File: src/rtl/stdp_weight_engine.sv
module stdp_weight_engine #(
  parameter int N_PLAST    = 8,
  parameter int N_SYN      = 10,
  parameter int WW         = 16,
  parameter int TW         = 16,
  parameter int WMAX       = 1000,
  parameter int DPRE       = 100,
  parameter int DPOST      = -60,
  parameter int PRE_SHIFT  = 3,
  parameter int POST_SHIFT = 2,
  parameter int TARGET     = 4000,
  localparam int IW = $clog2(N_SYN),
  localparam int AW = $clog2(N_PLAST),
  localparam int MW = WW + TW
) (
  input  logic                 clk,
  input  logic                 rst_n,
  input  logic                 learn_en,
  input  logic                 tick,
  input  logic                 pre_spike,
  input  logic [IW-1:0]        pre_idx,
  input  logic                 post_spike,
  input  logic                 norm_req,
  output logic                 busy,
  output logic signed [TW-1:0] post_trace,
  output logic                 rd_en,
  output logic [AW-1:0]        rd_addr,
  input  logic [MW-1:0]        rd_data,
  output logic                 wr_en,
  output logic [AW-1:0]        wr_addr,
  output logic [MW-1:0]        wr_data
);
  localparam int CW  = $clog2(N_PLAST + 1);
  localparam int SW  = WW + CW + 1;
  localparam int EW  = WW + TW + CW + 3;
  localparam int DCW = $clog2(SW);
  localparam logic [CW:0]            NDIV    = (CW+1)'(N_PLAST);
  localparam logic [TW:0]            DPRE_X  = (TW+1)'(DPRE);
  localparam logic signed [TW:0]     DPOST_X = (TW+1)'(DPOST);
  localparam logic signed [TW:0]     AMIN    = {2'b11, {(TW-1){1'b0}}};
  localparam logic signed [EW-1:0]   WMAX_X  = EW'(WMAX);
  localparam logic signed [SW:0]     TGT_X   = (SW+1)'(TARGET);
  localparam logic [IW-1:0]          NP_I    = IW'(N_PLAST);
  localparam logic [AW-1:0]          LAST_A  = AW'(N_PLAST - 1);
  localparam logic [DCW-1:0]         DLAST   = DCW'(SW - 1);

  typedef enum logic [1:0] {S_IDLE, S_SWEEP, S_DIV} st_t;
  typedef enum logic [2:0] {M_PRE, M_POST, M_DECAY, M_SUM, M_NORM} md_t;

  st_t st;
  md_t md;
  logic [AW-1:0]        rcnt, rlast, idx1;
  logic                 rstop, v1, neg;
  logic [SW-1:0]        acc, quo;
  logic [CW-1:0]        rem;
  logic [DCW-1:0]       dcnt;
  logic signed [SW:0]   fac;
  logic signed [TW-1:0] apost;

  logic [WW-1:0] w_in;
  logic [TW-1:0] a_in;
  assign w_in = rd_data[WW-1:0];
  assign a_in = rd_data[MW-1:WW];

  assign busy       = st != S_IDLE;
  assign post_trace = apost;
  assign rd_en      = (st == S_SWEEP) && !rstop;
  assign rd_addr    = rcnt;
  assign wr_en      = (st == S_SWEEP) && v1 && (md != M_SUM);
  assign wr_addr    = idx1;

  logic signed [EW-1:0] delta, wsum;
  logic [WW-1:0] wcl, w_out;
  logic [TW:0]   apre_inc;
  logic [TW-1:0] apre_sat, a_dec, a_out;

  always_comb begin
    case (md)
      M_PRE:   delta = EW'(apost);
      M_POST:  delta = $signed(EW'(a_in));
      M_NORM:  delta = EW'(fac);
      default: delta = '0;
    endcase
  end

  assign wsum     = $signed(EW'(w_in)) + delta;
  assign wcl      = (wsum < 0) ? '0 : (wsum > WMAX_X) ? WW'(WMAX) : wsum[WW-1:0];
  assign apre_inc = {1'b0, a_in} + DPRE_X;
  assign apre_sat = apre_inc[TW] ? '1 : apre_inc[TW-1:0];
  assign a_dec    = a_in - (a_in >> PRE_SHIFT);
  assign a_out    = (md == M_PRE) ? apre_sat : (md == M_DECAY) ? a_dec : a_in;
  assign w_out    = (md == M_DECAY) ? w_in : wcl;
  assign wr_data  = {a_out, w_out};

  logic signed [TW:0]   post_sum;
  logic signed [TW-1:0] post_sat, post_dec;
  assign post_sum = $signed({apost[TW-1], apost}) + DPOST_X;
  assign post_sat = (post_sum < AMIN) ? AMIN[TW-1:0] : post_sum[TW-1:0];
  assign post_dec = apost - (apost >>> POST_SHIFT);

  logic [SW-1:0]      sum_fin, mag, quo_n;
  logic signed [SW:0] diff, fac_n;
  logic [CW:0]        trial, tsub;
  logic               ge;
  logic [CW-1:0]      rem_n;
  assign sum_fin = acc + SW'(w_in);
  assign diff    = TGT_X - $signed({1'b0, sum_fin});
  assign mag     = diff[SW] ? SW'(-diff) : diff[SW-1:0];
  assign trial   = {rem, quo[SW-1]};
  assign tsub    = trial - NDIV;
  assign ge      = trial >= NDIV;
  assign rem_n   = ge ? tsub[CW-1:0] : trial[CW-1:0];
  assign quo_n   = {quo[SW-2:0], ge};
  assign fac_n   = neg ? -$signed({1'b0, quo_n}) : $signed({1'b0, quo_n});

  always_ff @(posedge clk) begin
    if (!rst_n) begin
      st <= S_IDLE;  md <= M_DECAY;
      rcnt <= '0;  rlast <= '0;  idx1 <= '0;
      rstop <= 1'b1;  v1 <= 1'b0;  neg <= 1'b0;
      acc <= '0;  quo <= '0;  rem <= '0;  dcnt <= '0;
      fac <= '0;  apost <= '0;
    end else begin
      case (st)
        S_IDLE: begin
          v1 <= 1'b0;  rstop <= 1'b0;  rcnt <= '0;  rlast <= LAST_A;
          if (tick) begin
            st <= S_SWEEP;  md <= M_DECAY;  apost <= post_dec;
          end else if (learn_en && norm_req) begin
            st <= S_SWEEP;  md <= M_SUM;  acc <= '0;
          end else if (learn_en && post_spike) begin
            st <= S_SWEEP;  md <= M_POST;  apost <= post_sat;
          end else if (learn_en && pre_spike && pre_idx < NP_I) begin
            st <= S_SWEEP;  md <= M_PRE;
            rcnt <= pre_idx[AW-1:0];  rlast <= pre_idx[AW-1:0];
          end
        end
        S_SWEEP: begin
          v1   <= rd_en;
          idx1 <= rcnt;
          if (rd_en) begin
            rcnt <= rcnt + 1'b1;
            if (rcnt == rlast) rstop <= 1'b1;
          end
          if (v1 && md == M_SUM) acc <= sum_fin;
          if (v1 && idx1 == rlast) begin
            if (md == M_SUM) begin
              st <= S_DIV;  dcnt <= '0;  rem <= '0;
              neg <= diff[SW];  quo <= mag;
            end else begin
              st <= S_IDLE;
            end
          end
        end
        S_DIV: begin
          rem  <= rem_n;
          quo  <= quo_n;
          dcnt <= dcnt + 1'b1;
          if (dcnt == DLAST) begin
            fac <= fac_n;  st <= S_SWEEP;  md <= M_NORM;
            rcnt <= '0;  rstop <= 1'b0;  v1 <= 1'b0;  rlast <= LAST_A;
          end
        end
        default: st <= S_IDLE;
      endcase
    end
  end
endmodule

File: config.mk
export PLATFORM = sky130hd
export DESIGN_NAME = stdp_weight_engine
export DESIGN_NICKNAME = d
export VERILOG_FILES = /design/src/rtl/stdp_weight_engine.sv
export SDC_FILE = /design/constraint.sdc
export NUM_CORES = 1
export LEC_CHECK = 0
export ABC_AREA = 1
export ABC_CLOCK_PERIOD_IN_PS = 4800
export CELL_PAD_IN_SITES_DETAIL_PLACEMENT = 1
export CELL_PAD_IN_SITES_GLOBAL_PLACEMENT = 1
export CORE_AREA = 2 2 264 136
export CTS_CLUSTER_DIAMETER = 120
export DETAILED_ROUTE_END_ITERATION = 10
export DIE_AREA = 0 0 266 138
export PLACE_DENSITY = 0.67
export SLEW_MARGIN = 5
export SYNTH_ARGS = -nofsm -noshare
export SYNTH_HDL_FRONTEND = slang
export SYNTH_SLANG_ARGS = --single-unit
File: constraint.sdc
create_clock -name clk -period 4.8 [get_ports clk]
set_clock_uncertainty 0.15 [all_clocks]
set_input_delay 0.96 -clock clk [delete_from_list [all_inputs] [get_ports clk]]
set_output_delay 0.96 -clock clk [all_outputs]
set_load 0.02 [all_outputs]
==> results.sh, run 1 <==
export IMPL_status="complete, but fails checks"
export IMPL_violations="negative setup slack"
export IMPL_clock_power_share_pct=10.9
export IMPL_pre_cts_slack_ns=-1.198
export IMPL_cp_max_fo=3
export IMPL_slew_headroom_pct=45.73
export IMPL_net_switching_power_mw=3.933
export IMPL_yosysMostFrequentCell="nand2_1"
export IMPL_pwr_density_cell_nw_per_um2=518.0
export IMPL_vias=12820
export IMPL_syn_nets=1842
export IMPL_grt_pass1_wl_mm=72.62
export IMPL_async_flop_share_pct=0
export IMPL_syn_area_um2=10530
export IMPL_cpPeakStageDelay_ns=0.30
export IMPL_fillCellCount=4557
export IMPL_grt_usage_pct=25.27
export IMPL_totalWireLength_mm=46.77
export IMPL_critPathArrivalTime_ns=4.01
export IMPL_min_period_over_period_pct=106.7
export IMPL_hold_violations=0
export IMPL_initial_utilization_pct=30.25
export IMPL_row_count=49
export IMPL_antenna_cells=0
export IMPL_synth_seq_cells=106
export IMPL_first_pass_iters=5
export IMPL_drive_gt1_share_pct=20.85
export IMPL_rrSetupSlack_ns=1.22
export IMPL_die_x_um=266
export IMPL_cts_tree="yes"
export IMPL_numPlacedInstances=2431
export IMPL_dp_hpwl_mm=38.14
export IMPL_setup_ws_ns=-0.3229
export IMPL_end_kind="output port"
export IMPL_synth_common_cells="429 x nand2_1, 235 x inv_1, 161 x a21oi_1"
export IMPL_numCtsBuffers=9
export IMPL_tightest_slew_ns=0.8132
export IMPL_path_cells="dlygate4sd2_1, inv_1, o221ai_1, ha_1, a21oi_1, a21boi_2, buf_4, inv_1, nand4_1, o2111ai_2, buf_4, xnor2_1, nand3_1, nor2_2, nand2_2, nor2_4, buf_6, nand4_1, o21ai_2, buf_6"
export IMPL_period_minus_slack_ns=5.123
export IMPL_critPathBufInv=7
export IMPL_r2r_end="post_trace[7]"
export IMPL_reg2reg_depth=17
export IMPL_die_height_um=138
export IMPL_clkLatencyLatePin_ns=0.39
export IMPL_hold_depth=2
export IMPL_cts_sinks=106
export IMPL_synth_area_leader_cell="dfxtp_1"
export IMPL_ys_seq_area_share_pct=20.15
export IMPL_rsz0062_at_grt="true"
export IMPL_worst_path_dominant_cell_family="buffers and inverters"
export IMPL_root_buffer="clkbuf_16"
export IMPL_core_area_um2=34820
export IMPL_timing_rr_start="post_trace[2]"
export IMPL_peakVddDrop_mv=0.2248
export IMPL_syn_to_final_growth_pct=36.72
export IMPL_netlist_area_leader_share_pct=20.15
export IMPL_grt_max_degree=65
export IMPL_regArea_um2=2131
export IMPL_p_seq_share_pct=17.8
export IMPL_hold_buffers=0
export IMPL_die_area_um2=36710
export IMPL_path_class="input pin to output port"
export IMPL_yosysUniqueCellTypes=57
export IMPL_route_detailed_drc=0
export IMPL_intPower_mw=3.526
export IMPL_multi_input_comb_area_um2=7711
export IMPL_drt_iter0_drc=840
export IMPL_min_path_type="register to register"
export IMPL_slew_viol_final=0
export IMPL_ys_warnings_count=0
export IMPL_ant_nets=0
export IMPL_fmax_mhz=195.2
export IMPL_crit_required_ns=3.69
export IMPL_crit_cells=20
export IMPL_power_leakage_nw=6.958
export IMPL_via_per_inst=5.185
export IMPL_cp_start_kind="input pin"
export IMPL_synth_top_cells_by_area="dfxtp_1 20%, nand2_1 15%, ha_1 8.8%"
export IMPL_p_sw_share_pct=52.73
export IMPL_power_share_combinational_pct=71.3
export IMPL_min_to="fac[21]"
export IMPL_setup_violations_final=10
export IMPL_overflow=0
export IMPL_cap_violations=0
export IMPL_finalNonFillerCells=2473
export IMPL_synthCells=1721
export IMPL_antenna_found_initial=2
export IMPL_htree_levels=3
export IMPL_synth_avg_cell_area_um2=6.120
export IMPL_cts_reportedPaths_clkPinSlew_ns=0.09
export IMPL_nNetsFinal=2130
export IMPL_holdCritStartpoint="fac[21]"
export IMPL_grt_pass1_vias=12690
export IMPL_wl_per_cell_um=18.91
export IMPL_critPathSlowestCell="ha_1"
export IMPL_clock_path_buffers=2
export IMPL_ios=100
export IMPL_synth_edf_count=0
export IMPL_portBuffers=99
export IMPL_globalplace_congestion=0.9316
export IMPL_synthFlopType="dfxtp_1"
area by class of cell:
| type | count | share of cell area (%) |
|---|---|---|
| well taps | 459 | 3.988 |
| clock buffers | 12 | 1.851 |
| repair buffers | 322 | 18.89 |
| flip-flops and latches | 106 | 14.80 |
| multi-input cells | 1319 | 53.55 |
| inverters | 251 | 6.638 |
| clock inverters | 4 | 0.2867 |
stage by stage:
step / hold slack, ns / area, um2 / utilization [%] / setup TNS (ns) / power (mW)
after floorplan: 0.2787 / 10530 / - / 0 / 4.261
after global placement: 0.2882 / 13420 / 38.53 / -14.80 / 6.247
after detailed placement: 0.3082 / 13420 / 38.53 / -16.01 / 6.373
after CTS: 0.3214 / 13990 / 40.16 / -2.586 / 7.294
after global routing: 0.3465 / 14400 / 41.35 / -4.745 / 8.063
final: 0.3222 / 14400 / 41.35 / -2.709 / 7.459
state kept, by name, indices dropped and copies added (netlist names), 2 cells and up:
name,count
fac,22
md,3
post_trace,16
wr_addr,3
rlast,3
acc,21
rd_addr,3
quo,21
rem,4
st,2
dcnt,5
worst register-to-register path, delay by kind of cell (launching register included):
| family | cells | cell delay, ns |
|---|---|---|
| compound gates | 3 | 0.96 |
| xor+xnor | 1 | 0.19 |
| fa+ha+maj | 1 | 0.23 |
| buf+inv | 4 | 0.53 |
| flops | 1 | 0.31 |
| simple gates | 8 | 1.11 |
metal layers:
metal,track usage (%),up-vias,part of all wire (%)
li1,-,6296,-
met5,0,-,0.028
met2,35.28,260,40
met3,6.288,34,6.9
met1,38.90,6231,52
met4,4.258,2,1.1
logic make-up (layout without fill, tap and decap cells):
family          count (synthesis)  after routing  share of synthesized area [%]
simple gates                  784            784                          32.66
compound gates                392            392                          21.45
buf+inv                       296            589                          10.72
flops                         106            106                          20.15
fa+ha+maj                      78             78                          9.551
xor+xnor                       65             65                          5.476
power by group through the flow:
stage | combinational [mW] | sequential, mW | clock, mW
floorplan | 2.85 | 1.41 | 0
global placement | 4.93 | 1.32 | 0
detailed placement | 5.04 | 1.33 | 0
CTS | 5.15 | 1.31 | 0.831
global route | 5.84 | 1.36 | 0.867
finish | 5.32 | 1.33 | 0.811
repair_timing:
action | CTS | global route
pin swaps | 36 | 35
setup endpoints to repair | 25 | 26
setup buffers | 15 | 11
endpoints found under the hold margin | 0 | 0
gates resized for setup | 146 | 82
placed cells by master, fill, tap and decap left out, types with 12 or more instances in the layout:
cell	n
nand2_1	409
inv_1	224
buf_4	210
a21oi_1	147
nor2_1	131
o21ai_0	115
dfxtp_1	103
nand3_1	91
clkdlybuf4s50_1	66
ha_1	64
xor2_1	45
nand2_2	37
nand4_1	30
nor3_1	28
inv_2	20
o221ai_1	18
xnor2_1	18
a21oi_2	16
buf_6	15
o211ai_1	14
o21ai_1	13
o21ai_2	12
how the worst max path moves through the flow:
stage / from / endpoint / slack, ns
4_1_cts: md[2] / wr_data[1] / -0.30
3_5_place_dp: rd_data[20] / wr_data[1] / -1.20
2_1_floorplan: md[1] / wr_data[0] / 0.29
3_3_place_gp: rd_data[18] / wr_data[1] / -1.14
6_report: rd_data[20] / wr_data[1] / -0.32
5_1_grt: md[2] / wr_data[1] / -0.50
(Power assumes the default switching activity.)
==> run 2: changes to the inputs <==
--- a/config.mk
+++ b/config.mk
@@ -6,7 +6,7 @@
 export NUM_CORES = 1
 export LEC_CHECK = 0
 export ABC_AREA = 1
-export ABC_CLOCK_PERIOD_IN_PS = 4800
+export ABC_CLOCK_PERIOD_IN_PS = 6000
 export CELL_PAD_IN_SITES_DETAIL_PLACEMENT = 1
 export CELL_PAD_IN_SITES_GLOBAL_PLACEMENT = 1
 export CORE_AREA = 2 2 264 136
==> constraint.sdc (replaced) <==
create_clock -name clk -period 6 [get_ports clk]
set_clock_uncertainty 0.15 [all_clocks]
set_input_delay 1.2 -clock clk [delete_from_list [all_inputs] [get_ports clk]]
set_output_delay 1.2 -clock clk [all_outputs]
set_load 0.02 [all_outputs]
==> run 2 against run 1 <==
  * Largest cell class unchanged
  * Non-clock buffer count decreased by 92
  * Power fell by 25%
  * Critical path depth decreased by 3
  * First-iteration DRC count rose by 18%
  * Combinational power down 28%
  * Sequential power down 16%
  * The flow now finishes without violations
==> results.sh, run 2 (synthesized netlist as in run 1, its figures left out) <==
export IMPL_totalWireLength_mm=44.66
export IMPL_ios=100
export IMPL_hold_ws_ns=0.3092
export IMPL_place_area_um2=12810
export IMPL_dp_hpwl_mm=36.58
export IMPL_min_period_over_period_pct=97.46
export IMPL_finalNonFillerCells=2381
export IMPL_overflow=0
export IMPL_cp_start_kind="input pin"
export IMPL_largest_register="fac"
export IMPL_mostFrequentLayoutCells="425 x nand2_1, 232 x inv_1, 154 x a21oi_1"
export IMPL_largest_reg_flops=22
export IMPL_via_per_inst=5.210
export IMPL_final_common_cell="nand2_1"
export IMPL_peakVddDrop_mv=0.2352
export IMPL_numPlacedInstances=2352
export IMPL_drt_iter0_drc=989
export IMPL_ant_nets=0
export IMPL_first_pass_iters=5
export IMPL_end_kind="output port"
export IMPL_nNetsFinal=2038
export IMPL_min_path_type="register to register"
export IMPL_critPathSlowestCell="clkdlybuf4s50_1"
export IMPL_portBuffers=99
export IMPL_cts_reportedPaths_clkPinSlew_ns=0.08
export IMPL_antenna_cells=0
export IMPL_final_cell_area_um2=13300
export IMPL_drt_met1_wl_mm=24.23
export IMPL_grt_pass1_vias=12040
export IMPL_route_detailed_drc=0
export IMPL_largestRegisters="fac (22), acc (21), quo (21)"
export IMPL_cpPeakStageDelay_ns=0.49
export IMPL_root_buffer="clkbuf_16"
export IMPL_cts_sinks=106
export IMPL_die_area_um2=36710
export IMPL_antenna_found_initial=0
export IMPL_met3_length_mm=2.831
export IMPL_row_count=49
export IMPL_initial_utilization_pct=30.25
export IMPL_path_common_cell="nand2_1"
export IMPL_htree_levels=3
export IMPL_slew_viol_final=0
export IMPL_highest_layer="met4"
export IMPL_numCtsBuffers=9
export IMPL_grt_pass1_wl_mm=69.23
export IMPL_hold_buffers=0
export IMPL_grt_usage_pct=24.06
export IMPL_wl_met2_mm=17.14
export IMPL_cap_violations=0
export IMPL_worst_path_dominant_cell_family="compound AO/OA/AOI/OAI gates"
export IMPL_slew_headroom_pct=33.78
export IMPL_critPathArrivalTime_ns=4.50
export IMPL_vias=12410
export IMPL_setup_violations_final=0
export IMPL_total_power_mw=5.587
export IMPL_status="complete, no violations"
export IMPL_pwr_density_cell_nw_per_um2=420.2
export IMPL_die_x_um=266
export IMPL_tightest_slew_ns=0.9922
export IMPL_utilization_pct=38.18
export IMPL_cp_max_fo=4
export IMPL_drive_gt1_share_pct=13.11
export IMPL_grt_max_degree=66
export IMPL_core_area_um2=34820
export IMPL_clock_path_buffers=2
export IMPL_syn_to_final_growth_pct=26.24
export IMPL_crit_required_ns=4.65
export IMPL_hold_violations=0
export IMPL_critPathBufInv=4
export IMPL_power_leakage_nw=6.439
export IMPL_wl_per_cell_um=18.76
export IMPL_path_cells="clkdlybuf4s50_1, inv_1, o221ai_1, ha_1, a21oi_1, o21ai_0, a31o_2, nand3_1, nand2_1, a21oi_2, xor2_1, nand3_2, nor2_4, buf_12, nand4_1, nand2_1, dlygate4sd2_1"
export IMPL_path_class="input pin to output port"
export IMPL_clkLatencyLatePin_ns=0.38
export IMPL_period_minus_slack_ns=5.848
export IMPL_die_height_um=138
export IMPL_globalplace_congestion=0.9129
export IMPL_fmax_mhz=171.0
export IMPL_cts_tree="yes"
[run 2: cell count changes in the layout (fill, tap and decap cells not counted), sizes merged]
cell / change
clkdlybuf4s15: +2
clkbuf: +2
buf: -102
clkinvlp: -2
inv: +1
clkdlybuf4s50: +14
dlygate4sd2: -6
dlymetal6s2s: -1
[run 2: final timing paths]
check | from | to | slack, ns | cells past startpoint
max | rd_data[22] | wr_data[2] | 0.15 | 17
max reg2reg | acc[0] | quo[4] | 1.96 | 22
min reg2reg | rem[3] | rem[3] | 0.31 | 2
min | rem[3] | rem[3] | 0.31 | 2
[run 2: what timing repair did]
action / in CTS / in global routing
setup endpoints to repair: 14 / 14
setup buffers: 1 / 12
gates resized for setup: 33 / 41
pin swaps: 5 / 13
[run 2: routing by layer]
| metal | global-route usage (%) | vias up |
|---|---|---|
| met1 | 38.39 | 6009 |
| met4 | 3.637 | 0 |
| li1 | - | 6109 |
| met5 | 0 | - |
| met2 | 32.40 | 264 |
| met3 | 5.558 | 23 |
[run 2: layout make-up]
cell class	instances	area [um2]
timing repair buffer	230	1988
clock inverter	3	26.28
fill	4564	21530
inverter	251	944.7
multi-input combinational	1319	7380
sequential	106	2123
clock buffer	13	260.3
tap	459	574.3
[run 2: through the flow]
step	setup TNS, ns	setup WS (ns)
finish	0	0.1523
global route	-0.01283	-0.01283
CTS	0	0.001944
detailed placement	-3.805	-0.4735
global placement	-2.674	-0.3868
floorplan	0	1.023
[run 2: power breakdown]
part | total [mW] | internal (mW) | leakage [nW] | switching (mW)
combinational | 3.84 | 1.40 | 5.43 | 2.45
sequential | 1.12 | 0.870 | 0.864 | 0.254
clock | 0.619 | 0.310 | 0.141 | 0.309
[run 2: tightest hold or removal path, cell delays in order (launching register included)]
cell and delay [ns]:
dfxtp_1 0.31, o21ai_0 0.07, nor2_1 0.04
